<file path="src/rtl/radix_sbc_pkg.sv">
package radix_sbc_pkg;
  localparam int OPC_W   = 13;
  localparam int FAM_W   = 7;
  localparam logic [FAM_W-1:0] FAM_CODE = 7'b1110011;
  localparam int SEL_BIT = 5;
  localparam int INC_BIT = 4;

  typedef enum logic [1:0] {
    ST_IDLE = 2'd0,
    ST_RD   = 2'd1,
    ST_WB   = 2'd2
  } sbc_state_e;
endpackage

</file>
<file path="src/rtl/sbc_decode.sv">
module sbc_decode
  import radix_sbc_pkg::*;
#(
  parameter int RAD_W = 4
) (
  input  logic [OPC_W-1:0] opcode,
  output logic             legal,
  output logic             sel_y,
  output logic             post_inc,
  output logic [RAD_W-1:0] radix_code
);
  always_comb begin
    legal      = (opcode[OPC_W-1 -: FAM_W] == FAM_CODE);
    sel_y      = opcode[SEL_BIT];
    post_inc   = opcode[INC_BIT];
    radix_code = opcode[RAD_W-1:0];
  end
endmodule

</file>
<file path="src/rtl/sbc_addr_gen.sv">
module sbc_addr_gen #(
  parameter int ADDR_W = 16,
  parameter int EXT_W  = 8
) (
  input  logic [ADDR_W-1:0] x_val,
  input  logic [ADDR_W-1:0] y_val,
  input  logic              sel_y,
  input  logic              post_inc,
  input  logic              ext_pend,
  input  logic [EXT_W-1:0]  ext_imm,
  output logic [ADDR_W-1:0] addr
);
  localparam int PAGE_W = ADDR_W - EXT_W;

  logic [ADDR_W-1:0] idx_addr;
  logic [ADDR_W-1:0] page_addr;

  always_comb begin
    idx_addr  = sel_y ? y_val : x_val;
    page_addr = {{PAGE_W{sel_y}}, ext_imm};
    addr      = (ext_pend && !post_inc) ? page_addr : idx_addr;
  end
endmodule

</file>
<file path="src/rtl/sbc_radix_alu.sv">
module sbc_radix_alu #(
  parameter int DATA_W = 4
) (
  input  logic [DATA_W-1:0] a,
  input  logic [DATA_W-1:0] m,
  input  logic              cin,
  input  logic [DATA_W-1:0] radix_code,
  output logic [DATA_W-1:0] res,
  output logic              borrow,
  output logic              zero
);
  localparam int EW = DATA_W + 2;

  logic signed [EW-1:0] diff;
  logic signed [EW-1:0] radix;
  logic signed [EW-1:0] wrapped;

  always_comb begin
    radix   = (radix_code == '0) ? EW'(1 << DATA_W) : $signed({2'b00, radix_code});
    diff    = $signed({2'b00, a}) - $signed({2'b00, m}) - $signed({{(EW-1){1'b0}}, cin});
    borrow  = diff[EW-1];
    wrapped = diff + radix;
    res     = borrow ? wrapped[DATA_W-1:0] : diff[DATA_W-1:0];
    zero    = (res == '0);
  end
endmodule

</file>
<file path="src/rtl/radix_sbc_unit.sv">
module radix_sbc_unit
  import radix_sbc_pkg::*;
#(
  parameter int DATA_W = 4,
  parameter int ADDR_W = 16,
  parameter int EXT_W  = 8
) (
  input  logic              clk,
  input  logic              rst,
  input  logic              start_i,
  input  logic [12:0]       opcode_i,
  input  logic              ext_set_i,
  input  logic [EXT_W-1:0]  ext_imm_i,
  input  logic              wr_en_i,
  input  logic [DATA_W-1:0] wr_b_i,
  input  logic              wr_c_i,
  input  logic [ADDR_W-1:0] wr_x_i,
  input  logic [ADDR_W-1:0] wr_y_i,
  input  logic [DATA_W-1:0] mem_rdata_i,
  output logic              mem_rd_en_o,
  output logic [ADDR_W-1:0] mem_addr_o,
  output logic [DATA_W-1:0] b_o,
  output logic              c_o,
  output logic              z_o,
  output logic [ADDR_W-1:0] x_o,
  output logic [ADDR_W-1:0] y_o,
  output logic              busy_o,
  output logic              illegal_o
);
  localparam logic [ADDR_W-1:0] ONE = ADDR_W'(1);

  sbc_state_e        state_q;
  logic [DATA_W-1:0] b_q;
  logic              c_q, z_q;
  logic [ADDR_W-1:0] x_q, y_q;
  logic              ext_pend_q;
  logic [EXT_W-1:0]  ext_imm_q;
  logic              op_sel_y_q, op_inc_q;
  logic [DATA_W-1:0] op_radix_q;
  logic [ADDR_W-1:0] mem_addr_q;
  logic              mem_rd_q;
  logic              illegal_q;

  logic              dec_legal, dec_sel_y, dec_inc;
  logic [DATA_W-1:0] dec_radix;
  logic [ADDR_W-1:0] gen_addr;
  logic [DATA_W-1:0] alu_res;
  logic              alu_borrow, alu_zero;
  logic              idle;

  sbc_decode #(.RAD_W(DATA_W)) u_decode (
    .opcode     (opcode_i),
    .legal      (dec_legal),
    .sel_y      (dec_sel_y),
    .post_inc   (dec_inc),
    .radix_code (dec_radix)
  );

  sbc_addr_gen #(.ADDR_W(ADDR_W), .EXT_W(EXT_W)) u_addr (
    .x_val    (x_q),
    .y_val    (y_q),
    .sel_y    (dec_sel_y),
    .post_inc (dec_inc),
    .ext_pend (ext_pend_q),
    .ext_imm  (ext_imm_q),
    .addr     (gen_addr)
  );

  sbc_radix_alu #(.DATA_W(DATA_W)) u_alu (
    .a          (b_q),
    .m          (mem_rdata_i),
    .cin        (c_q),
    .radix_code (op_radix_q),
    .res        (alu_res),
    .borrow     (alu_borrow),
    .zero       (alu_zero)
  );

  assign idle = (state_q == ST_IDLE);

  // Sequencer: accept, read, write back
  always_ff @(posedge clk) begin
    if (rst) begin
      state_q    <= ST_IDLE;
      op_sel_y_q <= 1'b0;
      op_inc_q   <= 1'b0;
      op_radix_q <= '0;
      mem_addr_q <= '0;
      mem_rd_q   <= 1'b0;
      illegal_q  <= 1'b0;
    end else begin
      illegal_q <= 1'b0;
      mem_rd_q  <= 1'b0;
      unique case (state_q)
        ST_IDLE: begin
          if (start_i) begin
            if (dec_legal) begin
              op_sel_y_q <= dec_sel_y;
              op_inc_q   <= dec_inc;
              op_radix_q <= dec_radix;
              mem_addr_q <= gen_addr;
              mem_rd_q   <= 1'b1;
              state_q    <= ST_RD;
            end else begin
              illegal_q  <= 1'b1;
            end
          end
        end
        ST_RD:   state_q <= ST_WB;
        ST_WB:   state_q <= ST_IDLE;
        default: state_q <= ST_IDLE;
      endcase
    end
  end

  // Architectural state
  always_ff @(posedge clk) begin
    if (rst) begin
      b_q        <= '0;
      c_q        <= 1'b0;
      z_q        <= 1'b0;
      x_q        <= '0;
      y_q        <= '0;
      ext_pend_q <= 1'b0;
      ext_imm_q  <= '0;
    end else if (state_q == ST_WB) begin
      b_q        <= alu_res;
      c_q        <= alu_borrow;
      z_q        <= alu_zero;
      ext_pend_q <= 1'b0;
      if (op_inc_q) begin
        if (op_sel_y_q) y_q <= y_q + ONE;
        else            x_q <= x_q + ONE;
      end
    end else if (idle && !start_i) begin
      if (wr_en_i) begin
        b_q <= wr_b_i;
        c_q <= wr_c_i;
        x_q <= wr_x_i;
        y_q <= wr_y_i;
      end
      if (ext_set_i) begin
        ext_pend_q <= 1'b1;
        ext_imm_q  <= ext_imm_i;
      end
    end
  end

  assign mem_rd_en_o = mem_rd_q;
  assign mem_addr_o  = mem_addr_q;
  assign b_o         = b_q;
  assign c_o         = c_q;
  assign z_o         = z_q;
  assign x_o         = x_q;
  assign y_o         = y_q;
  assign busy_o      = !idle;
  assign illegal_o   = illegal_q;

  assert_rd_pulse_R5: assert property (@(posedge clk) disable iff (rst)
    mem_rd_q |=> !mem_rd_q);

  assert_two_cycle_R9: assert property (@(posedge clk) disable iff (rst)
    (state_q == ST_RD) |=> (state_q == ST_WB));

  assert_illegal_no_change_R10: assert property (@(posedge clk) disable iff (rst)
    illegal_q |-> (b_q == $past(b_q) && x_q == $past(x_q) && y_q == $past(y_q) && !mem_rd_q));

  assert_inc_wrap_R7: assert property (@(posedge clk) disable iff (rst)
    (state_q == ST_WB && op_inc_q && !op_sel_y_q) |=> (x_q == $past(x_q) + ONE));

  assert_prefix_clear_R8: assert property (@(posedge clk) disable iff (rst)
    (state_q == ST_WB) |=> !ext_pend_q);

  assert_page_addr_R6: assert property (@(posedge clk) disable iff (rst)
    (state_q == ST_RD && ext_pend_q && !op_inc_q) |-> (mem_addr_q[EXT_W-1:0] == ext_imm_q));

  assert_zero_flag_R4: assert property (@(posedge clk) disable iff (rst)
    (state_q == ST_WB) |=> (z_q == (b_q == '0)));
endmodule

</file>
<file path="config.mk">
export PLATFORM = sky130hd
export DESIGN_NAME = radix_sbc_unit
export DESIGN_NICKNAME = d
export VERILOG_FILES = /design/src/rtl/radix_sbc_pkg.sv /design/src/rtl/sbc_decode.sv /design/src/rtl/sbc_addr_gen.sv /design/src/rtl/sbc_radix_alu.sv /design/src/rtl/radix_sbc_unit.sv
export SDC_FILE = /design/constraint.sdc
export NUM_CORES = 1
export LEC_CHECK = 0
export ABC_AREA = 1
export BUFFER_PORTS_ARGS = -buffer_cell sky130_fd_sc_hd__buf_2
export CELL_PAD_IN_SITES_DETAIL_PLACEMENT = 1
export CELL_PAD_IN_SITES_GLOBAL_PLACEMENT = 1
export CORE_MARGIN = 2
export CORE_UTILIZATION = 33
export CTS_CLUSTER_SIZE = 20
export DETAILED_ROUTE_END_ITERATION = 7
export PLACE_DENSITY = 0.77
export SYNTH_ARGS = -nofsm -noshare
export SYNTH_HDL_FRONTEND = slang
export SYNTH_SLANG_ARGS = --single-unit
</file>
<file path="constraint.sdc">
create_clock -name clk -period 2.7 [get_ports clk]
set_input_delay 0.54 -clock clk [delete_from_list [all_inputs] [get_ports clk]]
set_output_delay 0.54 -clock clk [all_outputs]
set_load 0.02 [all_outputs]
</file>
== After elaboration in Yosys (flattened, before gate mapping) ==
Cells that the tools add are included.

* Register bits after elaboration: 73
* Input bits: 67
* Output and inout port bits: 57
* Word-level logic and storage cells: 74

* $add $sub $neg: 5
* Equal/unequal tests: 8
* Mux-type cells: 25
* Bitwise operators: 3
* Reductions and logical operators: 19

{| class="wikitable"
|+ Operators by type and width
! kind !! number
|-
| 16-bit two-way mux || 12
|-
| 16-bit by 1-bit adder with 16-bit output (second input constant) || 2
|-
| 4-bit two-way mux || 5
|-
| 2-bit inequality test (second input constant) || 5
|-
| 4-bit logical NOT || 2
|-
| 4-bit AND reduction || 2
|-
| 7-bit == test (second input constant) || 1
|-
| 2-bit AND reduction || 3
|-
| 3-bit AND reduction || 2
|-
| 5-bit by 2-bit subtractor with 6-bit output || 1
|-
| 1-bit two-way mux || 5
|-
| 4-bit by 4-bit subtractor with 5-bit output || 1
|-
| 4-bit adder || 1
|-
| 2-bit two-way mux || 2
|-
| 2-bit one-hot mux with 2 select lines || 1
|-
| 2-bit nonzero test || 2
|-
| 1-bit logical NOT || 3
|-
| 1-bit NOT || 3
|-
| 3-bit OR reduction || 1
|-
| 2-bit by 1-bit == test with 1-bit output (second input constant) || 1
|-
| 2-bit == test (second input constant) || 1
|-
| 1-bit logical AND || 2
|-
| 2-bit logical NOT || 1
|-
| 2-bit OR reduction || 1
|}

== Depth between registers and ports, before layout ==
* Depth in word-level cells: 5
* Gate-level depth with buffers: 20

== By module ==
From an unflattened synthesis, not the netlist that was laid out.

* Cell total of the unflattened synthesis: 749
* Area, all modules: 4649.5 µm²

{| class="wikitable"
|+ Modules (own cells, without submodules)
! module !! times used !! cells an instance !! area each (µm²) !! sequential area each (µm²)
|-
| radix_sbc_unit || 1 || 556 || 3616.0 || 1461.4
|-
| sbc_radix_alu || 1 || 76 || 501.7 || 0.0
|-
| sbc_addr_gen || 1 || 105 || 460.4 || 0.0
|-
| sbc_decode || 1 || 12 || 71.3 || 0.0
|}

== Worst setup path after synthesis ==
Ideal clock, no wire load.

* Kind: input-to-reg
* Start point: input mem_rdata_i[0]
* End point: register b_q[3] (netlist: b_o[3])
* Library setup time: 0.109 ns
* Arrival time: 2.578 ns
* Data required time: 2.591 ns
* Setup slack: 0.013 ns
* Stages on the path: 17
* Buffers on the path: 0
* Cell sequence: ha_1 -> inv_1 -> fa_1 -> inv_1 -> ha_1 -> xor2_1 -> ha_1 -> a21oi_1 -> nand2_1 -> nand2_1 -> nand2_1 -> inv_1 -> nand3_1 -> nand3_1 -> nand3_1 -> nand2_1 -> inv_1

* Cells in the longest elaborated chain, start to end: 5

{| class="wikitable"
|+ Ends and longest elaborated chain
! what !! line !! RTL
|-
| start: declaration || radix_sbc_unit.sv:19 || <nowiki>input logic [DATA_W-1:0] mem_rdata_i,</nowiki>
|-
| 4-bit by 4-bit subtractor with 5-bit output * || sbc_radix_alu.sv:20 || <nowiki>diff = $signed({2'b00, a}) - $signed({2'b00, m}) - $signed({{(EW-1){1'b0}}, cin});</nowiki>
|-
| 5-bit by 2-bit subtractor with 6-bit output * || sbc_radix_alu.sv:20 ||
|-
| 4-bit adder || sbc_radix_alu.sv:22 || <nowiki>wrapped = diff + radix;</nowiki>
|-
| 4-bit two-way mux * || sbc_radix_alu.sv:23 || <nowiki>res = borrow ? wrapped[DATA_W-1:0] : diff[DATA_W-1:0];</nowiki>
|-
| 4-bit two-way mux * || radix_sbc_unit.sv:126 || <nowiki>end else if (state_q == ST_WB) begin</nowiki>
|-
| end signal: assignment || radix_sbc_unit.sv:127 || <nowiki>b_q <= alu_res;</nowiki>
|-
| end signal: assignment || radix_sbc_unit.sv:137 || <nowiki>b_q <= wr_b_i;</nowiki>
|-
| end: declaration || radix_sbc_unit.sv:33 || <nowiki>logic [DATA_W-1:0] b_q;</nowiki>
|}

Every way passes the cells marked *; elsewhere a longest branch is shown, timed or not.
A chain may end at the register's enable or synchronous reset.

== Worst setup path in the final report ==
* Start point: register b_q[0] (netlist: b_o[0])
* End point: register b_q[3] (netlist: b_o[3])

* Cells in the longest elaborated chain, start to end: 5

{| class="wikitable"
|+ Ends and longest elaborated chain
! what !! line
|-
| 4-bit by 4-bit subtractor with 5-bit output * || sbc_radix_alu.sv:20
|-
| 5-bit by 2-bit subtractor with 6-bit output * || sbc_radix_alu.sv:20
|-
| 4-bit adder || sbc_radix_alu.sv:22
|-
| 4-bit two-way mux * || sbc_radix_alu.sv:23
|-
| 4-bit two-way mux * || radix_sbc_unit.sv:126
|}

Marked as above.

==> out/metrics.sh <==
STATUS='complete, no violations'
DIE_AREA_SQ_UM=13670
TIMING.FMAX_MHz=376.8
CRITICAL_PATH.SLOWEST_CELL='fa_2'
FIRST_GLOBAL_VIAS=4850
WORST_SLEW_MARGIN_REL_PCT=44.29
VIAS=4642
GRT_ANTENNA_BEFORE_REPAIR=1
ANTENNA_CELLS_INSERTED=0
YOSYS.AREA.TOP_TYPE='dfxtp_1'
TRITONCTS_CLOCK_TREE='built'
SYNTH_TOP_CELLS_BY_AREA='dfxtp_1, nand2_1, a21oi_1'
FP.DIEH_UM=116.9
VIAS_PER_CELL=5.152
IO_PINS=124
MAX_CAP_VIOL_COUNT=0
REG2REG_FROM='b_o[0]'
CLOCK_TREE.ROOT_CELL='clkbuf_16'
WORST-R2R-CELL-COUNT=19
ASYNC_FLOP_SHARE_PCT=0
DPL.HPWL_MM=11.16
NUM-NETS-FINAL=804
FINALMAXSLEWVIOLATIONS=0
ARRIVAL_NS=2.95
CTS-HTREE-LEVELS=3
PLACER_CONGESTION_ESTIMATE=0.8398
VDD_DROP_MAX_uV=289.7
POSTSYNTH.TOPFLOPCELL='dfxtp_1'
MIN_DELAY_PATH_DEPTH=1
SYNTH.NET_COUNT=697
DRT-WIRELENGTH-PER-CELL_UM=16.95
POWER_FRAC_SEQ_PCT=38.2
TIMING.CRITICAL_PATH.SLOWEST_CELL_DELAY_NS=0.53
ENDPOINT_KIND='flip-flop'
R2R_SLACK_NS=0.05
MAX_SLEW.WORST_PIN.SLEW_NS=0.8348
NETLIST_AREA_SQ_UM=4207
POWER.SWITCHING_uW=835.4
AVERAGE_CELL_AREA_AFTER_SYNTHESIS_SQ_UM=6.818
POWER_FRAC_CLOCK_PCT=47.1
DESIGN_POWER_TOTAL_mW=3.056
DETAILEDPLACE.WORSTSLACK_NS=-0.3084
CTS_HOLD_REPAIR.BUFFERS=0
TIMING.CRITICAL_PATH.CELLS='inv_2 -> ha_4 -> inv_2 -> fa_2 -> inv_2 -> ha_4 -> xor2_4 -> ha_4 -> a21oi_4 -> nand2_1 -> nand2_1 -> nand2_1 -> inv_2 -> nand2_2 -> nand2_2 -> nand3_2 -> nand3_2 -> nand2_1 -> inv_1'
SYNTH_TOP_CELLS_BY_COUNT='nand2_1, a21oi_1, dfxtp_1, nor2_1, inv_1'
SHARE_OF_CELLS_ABOVE_DRIVE_STRENGTH_1_PCT=26.89
POST-ROUTE-PERIOD-UTIL_PCT=98.28
CRITPATHLAUNCHTYPE='flip-flop'
DRT-INITIAL-DRC-COUNT=165
CRIT_PATH_END='b_o[3]'
ROUTE.DETAILED.DRC=0
YOSYS_SYNTHESIS_WARNING_COUNT=0
CTS.SINKS=73
SETUP_VIOL_COUNT_FINAL=0
PIN_COUNT_OF_THE_BIGGEST_NET_ENTERING_GLOBAL_ROUTING=44
SHARE_COMB_OF_TOTAL_POWER_PCT=14.7
CRITICAL_PATH_PEAK_FANOUT=3
PATH_CLK_SLEW_NS=0.06
POWER_PER_CELL_AREA_nW_PER_UM2=563.5
FIN_CRIT_NS=2.654
AREA_GROWTH_PCT=28.91
LAYOUT_SETUP_WS_NS=0.04632
GRT_FIRST_PASS_WIRELENGTH_MM=24.01
DIE_WIDTH_UM=116.9
CRITICAL_PATH.STARTPOINT='b_o[0]'
ENDPOINTS_FAILING_HOLD=0
CLOCK_SKEW_NS=0.005205
SETUP_TNS_NS=0
CRITICAL_PATH.REG2REG.ENDPOINT='b_o[3]'
YOSYSMOSTFREQUENTCELL='nand2_1'
HOLDCRITPATHCLASS='flip-flop to flip-flop'
SEQ_AREA_FRAC_SYNTH_PCT=34.74
SYNTH_EDF_COUNT=0
FLOORPLAN.INITIALDENSITY_PCT=33.61
PATH_CLASS='flip-flop to flip-flop'
GRT_SETUP_UNREPAIRED='yes'
NETSWITCHINGFRACTION_PCT=27.34
CTS_MADE_BUFFERS=9
IO_BUFFERS=123
DRT_PASS1_ITERATIONS=4
NETLIST-CELL-TYPE-COUNT=40
PLACEABLECOREAREA_SQ_UM=12520
OVERFLOW=0
WORSTSKEWPAIRLATENCY_NS=0.34
SYNTHESIS.INSTANCES=617
ROUTE.ANTENNA.REMAINING_NETS=0
ALL_LAYER_GR_USAGE_PCT=22.69
INTERNAL_POWER_mW=2.220
ROW_COUNT=41
DRT_WL_TOTAL_MM=15.28
LEAKAGEPOWER_nW=2.298
CLOCKBUFFERDEPTH=2
CRITICAL_PATH_REQUIRED_NS=3.00
SYNTH_SEQ_CELLS=73
SYNTH_TOP_AREA_SHARE_PCT=34.74
[repair_timing]
action / in CTS / in global routing
pin swaps: 2 / 10
endpoints found under the setup margin: 3 / 3
buffers inserted: 0 / 1
hold endpoints to repair: 0 / 0
resized for setup: 3 / 25
[flip-flops by register name, indices dropped and copies added, names as in the netlist]
register and cells:
mem_addr_o 16, x_o 16, mem_rd_en_o 1, ext_pend_q 1, ext_imm_q 8, illegal_o 1
b_o 4, y_o 16, c_o 1, op_inc_q 1, op_radix_q 4, op_sel_y_q 1
z_o 1, state_q 2
[cells in the final DEF (no fill, tap or decap), drive strengths merged, types with 2 or more instances in the layout]
master,instances
nand3,41
inv,60
bufinv,3
a31oi,6
dfxtp,73
clkbuf,10
a21oi,78
buf,134
or2,6
xnor2,3
fa,2
nor2,67
o21ai,51
o21a,3
o211ai,11
ha,11
nand4,5
a221oi,3
xor2,2
nor4,8
nand3b,2
o31ai,2
a211oi,14
nand2,112
nor3,16
[critical path: cells and delay by family, from the launching register on]
kind / cells / cell delay [ns]
flip-flops: 1 / 0.32
adder cells (fa/ha/maj): 4 / 1.09
XOR/XNOR: 1 / 0.19
buffers and inverters: 5 / 0.28
AO/OA/AOI/OAI: 1 / 0.16
AND/OR/NAND/NOR: 8 / 0.55
[power by group through the flow]
stage	sequential [mW]	combinational, mW	clock [mW]
floorplan	1.21	0.219	0
finish	1.17	0.449	1.44
detailed placement	1.19	0.414	0
global placement	1.19	0.393	0
CTS	1.17	0.422	1.45
global route	1.17	0.499	1.50
[routing by layer]
layer	up-vias	track usage [%]	wire, um
met4	2	7.059	238
met2	96	41.62	7840
met5	-	0	14
met3	20	4.377	709
met1	2225	26.67	6473
li1	2299	-	-
[layout make-up]
cell class / count / area [sq um]
clock buffers: 10 / 239.0
clock inverters: 6 / 112.6
fillers: 1669 / 7094
inverters: 58 / 217.7
multi-input cells: 448 / 2477
flip-flops and latches: 73 / 1463
well taps: 172 / 215.2
repair buffers: 134 / 698.2
[kinds of logic after synthesis]
kind of cell | after synthesis | synth area share (%)
fa+ha+maj | 13 | 4.224
simple gates | 257 | 27.10
mux | 1 | 0.2380
buf+inv | 96 | 9.221
flops | 73 | 34.74
compound gates | 172 | 23.44
xor+xnor | 5 | 1.041
[metrics by stage]
step	hold WS, ns	util (%)	cells	cell area (sq um)
floorplan	0.4198	-	617	4207
global placement	0.4279	39.50	884	4945
detailed placement	0.4487	39.50	884	4945
CTS	0.4567	42.50	900	5320
global route	0.4598	43.32	901	5423
finish	0.4486	43.32	901	5423
[worst min-delay path by stage]
| stage | startpoint | to | slack (ns) |
|---|---|---|---|
| 3_5_place_dp | state_q[1] | state_q[1] | 0.45 |
| 6_report | state_q[1] | state_q[1] | 0.45 |
| 3_3_place_gp | state_q[1] | state_q[1] | 0.43 |
| 4_1_cts | state_q[1] | state_q[1] | 0.46 |
| 2_1_floorplan | state_q[1] | state_q[1] | 0.42 |
| 5_1_grt | opcode_i[1] | op_radix_q[1] | 0.46 |
Power figures use the tool's default switching activity.
